[config.mk]
export PLATFORM = sky130hd
export DESIGN_NAME = gf_table_gen
export DESIGN_NICKNAME = d
export VERILOG_FILES = /design/src/rtl/gf_tab_pkg.sv /design/src/rtl/gf_tab_ctrl.sv /design/src/rtl/gf_tab_lfsr.sv /design/src/rtl/gf_tab_wport.sv /design/src/rtl/gf_table_gen.sv
export SDC_FILE = /design/constraint.sdc
export NUM_CORES = 1
export LEC_CHECK = 0
export BUFFER_PORTS_ARGS = -buffer_cell sky130_fd_sc_hd__buf_2
export CORE_ASPECT_RATIO = 1.25
export CORE_MARGIN = 4
export CORE_UTILIZATION = 40
export CTS_CLUSTER_SIZE = 24
export DETAILED_ROUTE_END_ITERATION = 8
export HOLD_SLACK_MARGIN = 0.1
export PLACE_DENSITY = 0.72
export RECOVER_POWER = 100
export SETUP_SLACK_MARGIN = 0.05
export SKIP_CTS_REPAIR_TIMING = 1
export SYNTH_ARGS = -nofsm -noshare
export SYNTH_HDL_FRONTEND = slang
export SYNTH_SLANG_ARGS = --single-unit
[constraint.sdc]
create_clock -name clk -period 4 [get_ports clk]
set_input_delay 0.4 -clock clk [delete_from_list [all_inputs] [get_ports clk]]
set_output_delay 0.4 -clock clk [all_outputs]
set_load 0.005 [all_outputs]
[src/rtl/gf_tab_pkg.sv]
package gf_tab_pkg;

  localparam int GF_M_LIMIT = 15;
  localparam int GF_MW      = 4;

  typedef enum logic [1:0] {
    ST_IDLE = 2'd0,
    ST_WALK = 2'd1,
    ST_SENT = 2'd2
  } gf_state_e;

  // Reduced primitive polynomial (x^m term dropped) for each degree.
  function automatic logic [GF_M_LIMIT-1:0] prim_taps(input logic [GF_MW-1:0] m);
    logic [GF_M_LIMIT-1:0] t;
    case (m)
      4'd3:    t = 15'h0003;
      4'd4:    t = 15'h0003;
      4'd5:    t = 15'h0005;
      4'd6:    t = 15'h0003;
      4'd7:    t = 15'h0009;
      4'd8:    t = 15'h001D;
      4'd9:    t = 15'h0011;
      4'd10:   t = 15'h0009;
      4'd11:   t = 15'h0005;
      4'd12:   t = 15'h0053;
      4'd13:   t = 15'h001B;
      4'd14:   t = 15'h0443;
      4'd15:   t = 15'h0003;
      default: t = 15'h0003;
    endcase
    return t;
  endfunction

endpackage

[src/rtl/gf_tab_ctrl.sv]
module gf_tab_ctrl
  import gf_tab_pkg::*;
#(
  parameter int M_MAX = 15
) (
  input  logic             clk,
  input  logic             rst_n,
  input  logic             start,
  input  logic [GF_MW-1:0] m_req,
  output logic             walk,
  output logic             sent,
  output logic             busy,
  output logic             done,
  output logic             load,
  output logic             adv,
  output logic [M_MAX-1:0] idx,
  output logic [GF_MW-1:0] m_len,
  output logic [M_MAX-1:0] n_val
);

  gf_state_e        state_q, state_d;
  logic [M_MAX-1:0] idx_d;
  logic             idx_en;
  logic [GF_MW-1:0] m_d;
  logic             m_en;
  logic             done_d;
  logic             done_en;
  logic             m_ok;
  logic             accept;
  logic             last;

  assign n_val  = (M_MAX'(1) << m_len) - M_MAX'(1);
  assign m_ok   = (m_req >= GF_MW'(3)) && (m_req <= GF_MW'(M_MAX));
  assign accept = (state_q == ST_IDLE) && start && m_ok;
  assign walk   = (state_q == ST_WALK);
  assign sent   = (state_q == ST_SENT);
  assign last   = walk && (idx == n_val);
  assign busy   = walk || sent;
  assign load   = accept;
  assign adv    = walk;

  always_comb begin
    state_d = state_q;
    idx_d   = idx;
    idx_en  = 1'b0;
    m_d     = m_len;
    m_en    = 1'b0;
    done_d  = done;
    done_en = 1'b0;
    case (state_q)
      ST_IDLE: begin
        if (accept) begin
          state_d = ST_WALK;
          idx_d   = '0;
          idx_en  = 1'b1;
          m_d     = m_req;
          m_en    = 1'b1;
          done_d  = 1'b0;
          done_en = 1'b1;
        end
      end
      ST_WALK: begin
        idx_d  = idx + M_MAX'(1);
        idx_en = 1'b1;
        if (last) state_d = ST_SENT;
      end
      ST_SENT: begin
        state_d = ST_IDLE;
        done_d  = 1'b1;
        done_en = 1'b1;
      end
      default: state_d = ST_IDLE;
    endcase
  end

  always_ff @(posedge clk or negedge rst_n) begin
    if (!rst_n) begin
      state_q <= ST_IDLE;
      idx     <= '0;
      m_len   <= GF_MW'(3);
      done    <= 1'b0;
    end else begin
      state_q <= state_d;
      if (idx_en)  idx   <= idx_d;
      if (m_en)    m_len <= m_d;
      if (done_en) done  <= done_d;
    end
  end


  walk_step_chk: assert property (@(posedge clk) disable iff (!rst_n)
    (walk && !last) |=> (walk && idx == $past(idx) + M_MAX'(1)));


  done_after_sent_chk: assert property (@(posedge clk) disable iff (!rst_n)
    $rose(done) |-> ($past(state_q) == ST_SENT));


  m_hold_chk: assert property (@(posedge clk) disable iff (!rst_n)
    (busy && $past(busy)) |-> $stable(m_len));


  bad_start_chk: assert property (@(posedge clk) disable iff (!rst_n)
    ((state_q == ST_IDLE) && start && (m_req < GF_MW'(3))) |=> (!busy && $stable(done)));

endmodule

[src/rtl/gf_tab_lfsr.sv]
module gf_tab_lfsr
  import gf_tab_pkg::*;
#(
  parameter int M_MAX = 15
) (
  input  logic             clk,
  input  logic             rst_n,
  input  logic             load,
  input  logic             adv,
  input  logic [GF_MW-1:0] m_len,
  input  logic [M_MAX-1:0] taps,
  output logic [M_MAX-1:0] elem
);

  logic [M_MAX-1:0] step;
  logic [M_MAX-1:0] elem_d;
  logic             elem_en;
  logic             fb;

  assign fb = elem[m_len - GF_MW'(1)];

  for (genvar b = 0; b < M_MAX; b++) begin : g_bit
    if (b == 0) begin : g_lsb
      assign step[b] = fb & taps[b];
    end else begin : g_up
      assign step[b] = (elem[b-1] & (b < int'(m_len))) ^ (fb & taps[b]);
    end
  end

  always_comb begin
    elem_d  = elem;
    elem_en = 1'b0;
    if (load) begin
      elem_d  = M_MAX'(1);
      elem_en = 1'b1;
    end else if (adv) begin
      elem_d  = step;
      elem_en = 1'b1;
    end
  end

  always_ff @(posedge clk or negedge rst_n) begin
    if (!rst_n) elem <= M_MAX'(1);
    else if (elem_en) elem <= elem_d;
  end


  elem_nonzero_chk: assert property (@(posedge clk) disable iff (!rst_n)
    adv |-> (elem != '0));


  elem_range_chk: assert property (@(posedge clk) disable iff (!rst_n)
    adv |-> ((elem >> m_len) == '0));

endmodule

[src/rtl/gf_tab_wport.sv]
module gf_tab_wport #(
  parameter int M_MAX = 15
) (
  input  logic             clk,
  input  logic             rst_n,
  input  logic             walk,
  input  logic             sent,
  input  logic [M_MAX-1:0] idx,
  input  logic [M_MAX-1:0] elem,
  input  logic [M_MAX-1:0] n_val,
  output logic             alog_we,
  output logic [M_MAX-1:0] alog_addr,
  output logic [M_MAX-1:0] alog_data,
  output logic             log_we,
  output logic [M_MAX-1:0] log_addr,
  output logic [M_MAX-1:0] log_data
);

  always_comb begin
    alog_we   = 1'b0;
    alog_addr = '0;
    alog_data = '0;
    log_we    = 1'b0;
    log_addr  = '0;
    log_data  = '0;
    if (walk) begin
      alog_we   = 1'b1;
      alog_addr = idx;
      alog_data = elem;
      log_we    = 1'b1;
      log_addr  = elem;
      log_data  = (idx == n_val) ? '0 : idx;
    end else if (sent) begin
      log_we    = 1'b1;
      log_addr  = '0;
      log_data  = '1;
    end
  end


  addr_step_chk: assert property (@(posedge clk) disable iff (!rst_n)
    (alog_we && $past(alog_we)) |-> (alog_addr == $past(alog_addr) + M_MAX'(1)));


  sentinel_order_chk: assert property (@(posedge clk) disable iff (!rst_n)
    (log_we && !alog_we) |-> ($past(alog_we) && $past(log_data) == '0));

endmodule

[src/rtl/gf_table_gen.sv]
module gf_table_gen
  import gf_tab_pkg::*;
#(
  parameter int M_MAX = 15
) (
  input  logic             clk,
  input  logic             rst_n,
  input  logic             start,
  input  logic [3:0]       m_sel,
  output logic             alog_we,
  output logic [M_MAX-1:0] alog_addr,
  output logic [M_MAX-1:0] alog_data,
  output logic             log_we,
  output logic [M_MAX-1:0] log_addr,
  output logic [M_MAX-1:0] log_data,
  output logic             busy,
  output logic             done
);

  logic             walk, sent, load, adv;
  logic [M_MAX-1:0] idx, elem, n_val, taps;
  logic [GF_MW-1:0] m_len;
  logic [GF_M_LIMIT-1:0] taps_full;

  assign taps_full = prim_taps(m_len);
  assign taps      = taps_full[M_MAX-1:0];

  gf_tab_ctrl #(.M_MAX(M_MAX)) u_ctrl (
    .clk(clk), .rst_n(rst_n), .start(start), .m_req(m_sel),
    .walk(walk), .sent(sent), .busy(busy), .done(done),
    .load(load), .adv(adv), .idx(idx), .m_len(m_len), .n_val(n_val)
  );

  gf_tab_lfsr #(.M_MAX(M_MAX)) u_lfsr (
    .clk(clk), .rst_n(rst_n), .load(load), .adv(adv),
    .m_len(m_len), .taps(taps), .elem(elem)
  );

  gf_tab_wport #(.M_MAX(M_MAX)) u_wport (
    .clk(clk), .rst_n(rst_n), .walk(walk), .sent(sent),
    .idx(idx), .elem(elem), .n_val(n_val),
    .alog_we(alog_we), .alog_addr(alog_addr), .alog_data(alog_data),
    .log_we(log_we), .log_addr(log_addr), .log_data(log_data)
  );


  wrap_to_one_chk: assert property (@(posedge clk) disable iff (!rst_n)
    (alog_we && alog_addr == n_val) |-> (alog_data == M_MAX'(1)));

endmodule

==> metrics.txt <==
Mapped Cells 397; Post-synth ARST share 100%; Detail Route Antenna Nets 0; Max-slew headroom -40.0%; Critical Path RT 3.60 ns; routed wire length per instance 17.0 um; clk sink count 37; final period utilization 94.4%; vias per inst 5.83; post-route insts no fill 542; r2r worst-path depth 9; largest net degree at the start of global routing 44; ANT cells 0; sink of the worst hold path u_ctrl.m_len[2]; status finished, violations left; cell area after synthesis 3290 um2; vias post-DR 3158; VDD IR max 0.000111 V; final wirelength 9.23 mm; final hold slack 0.329 ns; clock skew 0.0186 ns; vias in the first global route 3005; CP Class register to output pin; Critical path origin u_ctrl.m_len[0]; Max Cap Viol 2; Cells after DPL 526; number of synthesized flops with an enable pin 0; CP Data Arrival Time 3.38 ns; Area growth syn-to-layout 12.9%; antenna violations before repair 0; crit-path max FO 14; sequential share of the synthesized area 28.3%; clock slew at reported path FFs 0.08 ns; Initial Utilization 41.5%; drc violations 0; cell taking the most area after synthesis dfrtp_1; mean post-synth cell area 8.29 um2; htree depth 2; Syn. warnings 0; Worst-Skew Late Latency 0.30 ns; Top Ports 71; Die Wd 89.1 um; PwrDens 176 nW/um2; reg2reg start u_ctrl.m_len[0]; GPL Wtd Cong 0.874; core footprint 7930 um2; Final setup viols 0; Slew Viols, Final 82; I/O Buffers 70; Worst Hold Class input port to register; Fillers 806; final count of hold timing violations 0; ys flop type dfrtp_1; top cells by area, synth dfrtp_1 26%, and2_1 4.9%, buf_4 4.3%, ha_1 4.2%, nor2_1 3.8%; Slew @ Worst Pin 2.10 ns; layout cell share with drive strength beyond 1 19.2%; crit path time final 3.78 ns; Die Height 109 um; critical path startpoint category register; DIE AREA 9750 um2; CTS Buf Count 5; Pre-antenna DRT Iters 5; post-DP HPWL 6.59 mm; RSZ-0062 raised after global routing no; static leakage 1.64 nW; NumNets Final 464; CP Capture Type output pin; Seq cells post-synth 37; Reg-to-Reg End u_lfsr.elem[10]; global route overflow 0; Root Buffer clkbuf_8; failing checks capacitance limit, slew limit; All-Layer GR Usage 19.7%; max frequency 265 MHz; R2R Setup Slk 0.32 ns; wire length of the first global-routing pass 15.4 mm; drt first-iter violations 158; Netlist cell types 68; TritonCTS clock tree built; Synth Net Count 415; Rows 36; clk buf depth 2; HP Start m_sel[2]; share of the synthesized area in the top cell type 25.9%; fin util 46.9%; Hold Path Depth 3
-- layer usage --
layer | share of wire (%) | up-vias | track usage [%]
met5 | 0 | - | 0
met4 | 1.6 | 0 | 4.57
met3 | 7.6 | 14 | 2.92
met2 | 50 | 152 | 34.2
met1 | 41 | 1492 | 25.4
li1 | - | 1500 | -
-- Yosys cell counts (all sizes together) (7+ instances only) --
library cell / n
xor2: 9
a31oi: 8
inv: 14
clkbuf: 18
o21ai: 24
a21oi: 22
nor2: 34
ha: 11
a21o: 16
xnor2: 14
nor2b: 7
and2: 26
buf: 24
dfrtp: 34
mux2i: 9
nand3: 12
nand2: 29
-- critical path: stages (launching register included) --
cell      delay, ns
dfstp_2        0.65
inv_2          0.14
ha_1           0.41
o21bai_1       0.29
o211ai_1       0.17
or4bb_1        0.52
o211ai_1       0.16
buf_4          0.19
a41oi_4        0.18
a21o_1         0.24
buf_2          0.12
-- power breakdown --
part           total, mW  switching (mW)  internal (mW)
registers          0.374               0          0.374
clock network      0.267           0.142          0.125
logic             0.0114         0.00921        0.00219
total              0.652           0.152          0.501
-- stage by stage --
step           total power [mW]  setup TNS, ns  area (um2)  setup WS [ns]
6_report                  0.652              0        3710          0.224
3_5_place_dp              0.393              0        3570          0.291
5_1_grt                   0.670              0        3710         0.0775
4_1_cts                   0.656         -0.665        3660        -0.0476
3_3_place_gp              0.393              0        3570          0.362
2_1_floorplan             0.382              0        3290          0.900
-- worst max-delay path by stage --
| stage | endpoint | slack [ns] | depth (start not counted) |
|---|---|---|---|
| 6_report | log_data[7] | 0.22 | 10 |
| 5_1_grt | u_lfsr.elem[10] | 0.08 | 9 |
| 4_1_cts | log_data[7] | -0.05 | 10 |
| 3_5_place_dp | log_data[7] | 0.29 | 10 |
| 3_3_place_gp | log_data[10] | 0.36 | 10 |
| 2_1_floorplan | log_data[10] | 0.90 | 11 |
-- layout make-up --
type / count / area (um2) / area share (%)
Multi-Input combinational cell: 305 / 2110 / 56.9
Sequential cell: 37 / 930 / 25.0
Timing Repair Buffer: 83 / 414 / 11.1
Tap cell: 95 / 119 / 3.20
Clock buffer: 7 / 76.3 / 2.05
Inverter: 14 / 52.6 / 1.41
Clock inverter: 1 / 8.76 / 0.236
-- placed cells by master, fill, tap and decap left out, types with 9 or more instances in the layout --
master and n:
buf_2 36, dfrtp_1 34, nor2_1 33, nand2_1 29
clkbuf_1 26, and2_0 24, a21oi_1 22, o21ai_0 20
a21o_1 16, xnor2_1 14, nand3_1 12, buf_4 12
inv_1 11, ha_1 10, clkbuf_2 10, mux2i_1 9
xor2_1 9
-- sequential cells by signal, indices dropped and copies added (netlist names) --
register / count
u_lfsr.elem: 15
u_ctrl.m_len: 4
u_ctrl.done: 1
u_ctrl.idx: 15
u_ctrl.state_q: 2
-- kinds of logic after synthesis --
family	Yosys count	share of synthesized area [%]
buf+inv	56	8.63
flops	37	28.3
simple gates	148	24.3
mux	14	5.13
xor+xnor	23	6.69
compound gates	107	22.5
fa+ha+maj	12	4.49
Power figures use the tool's default switching activity.
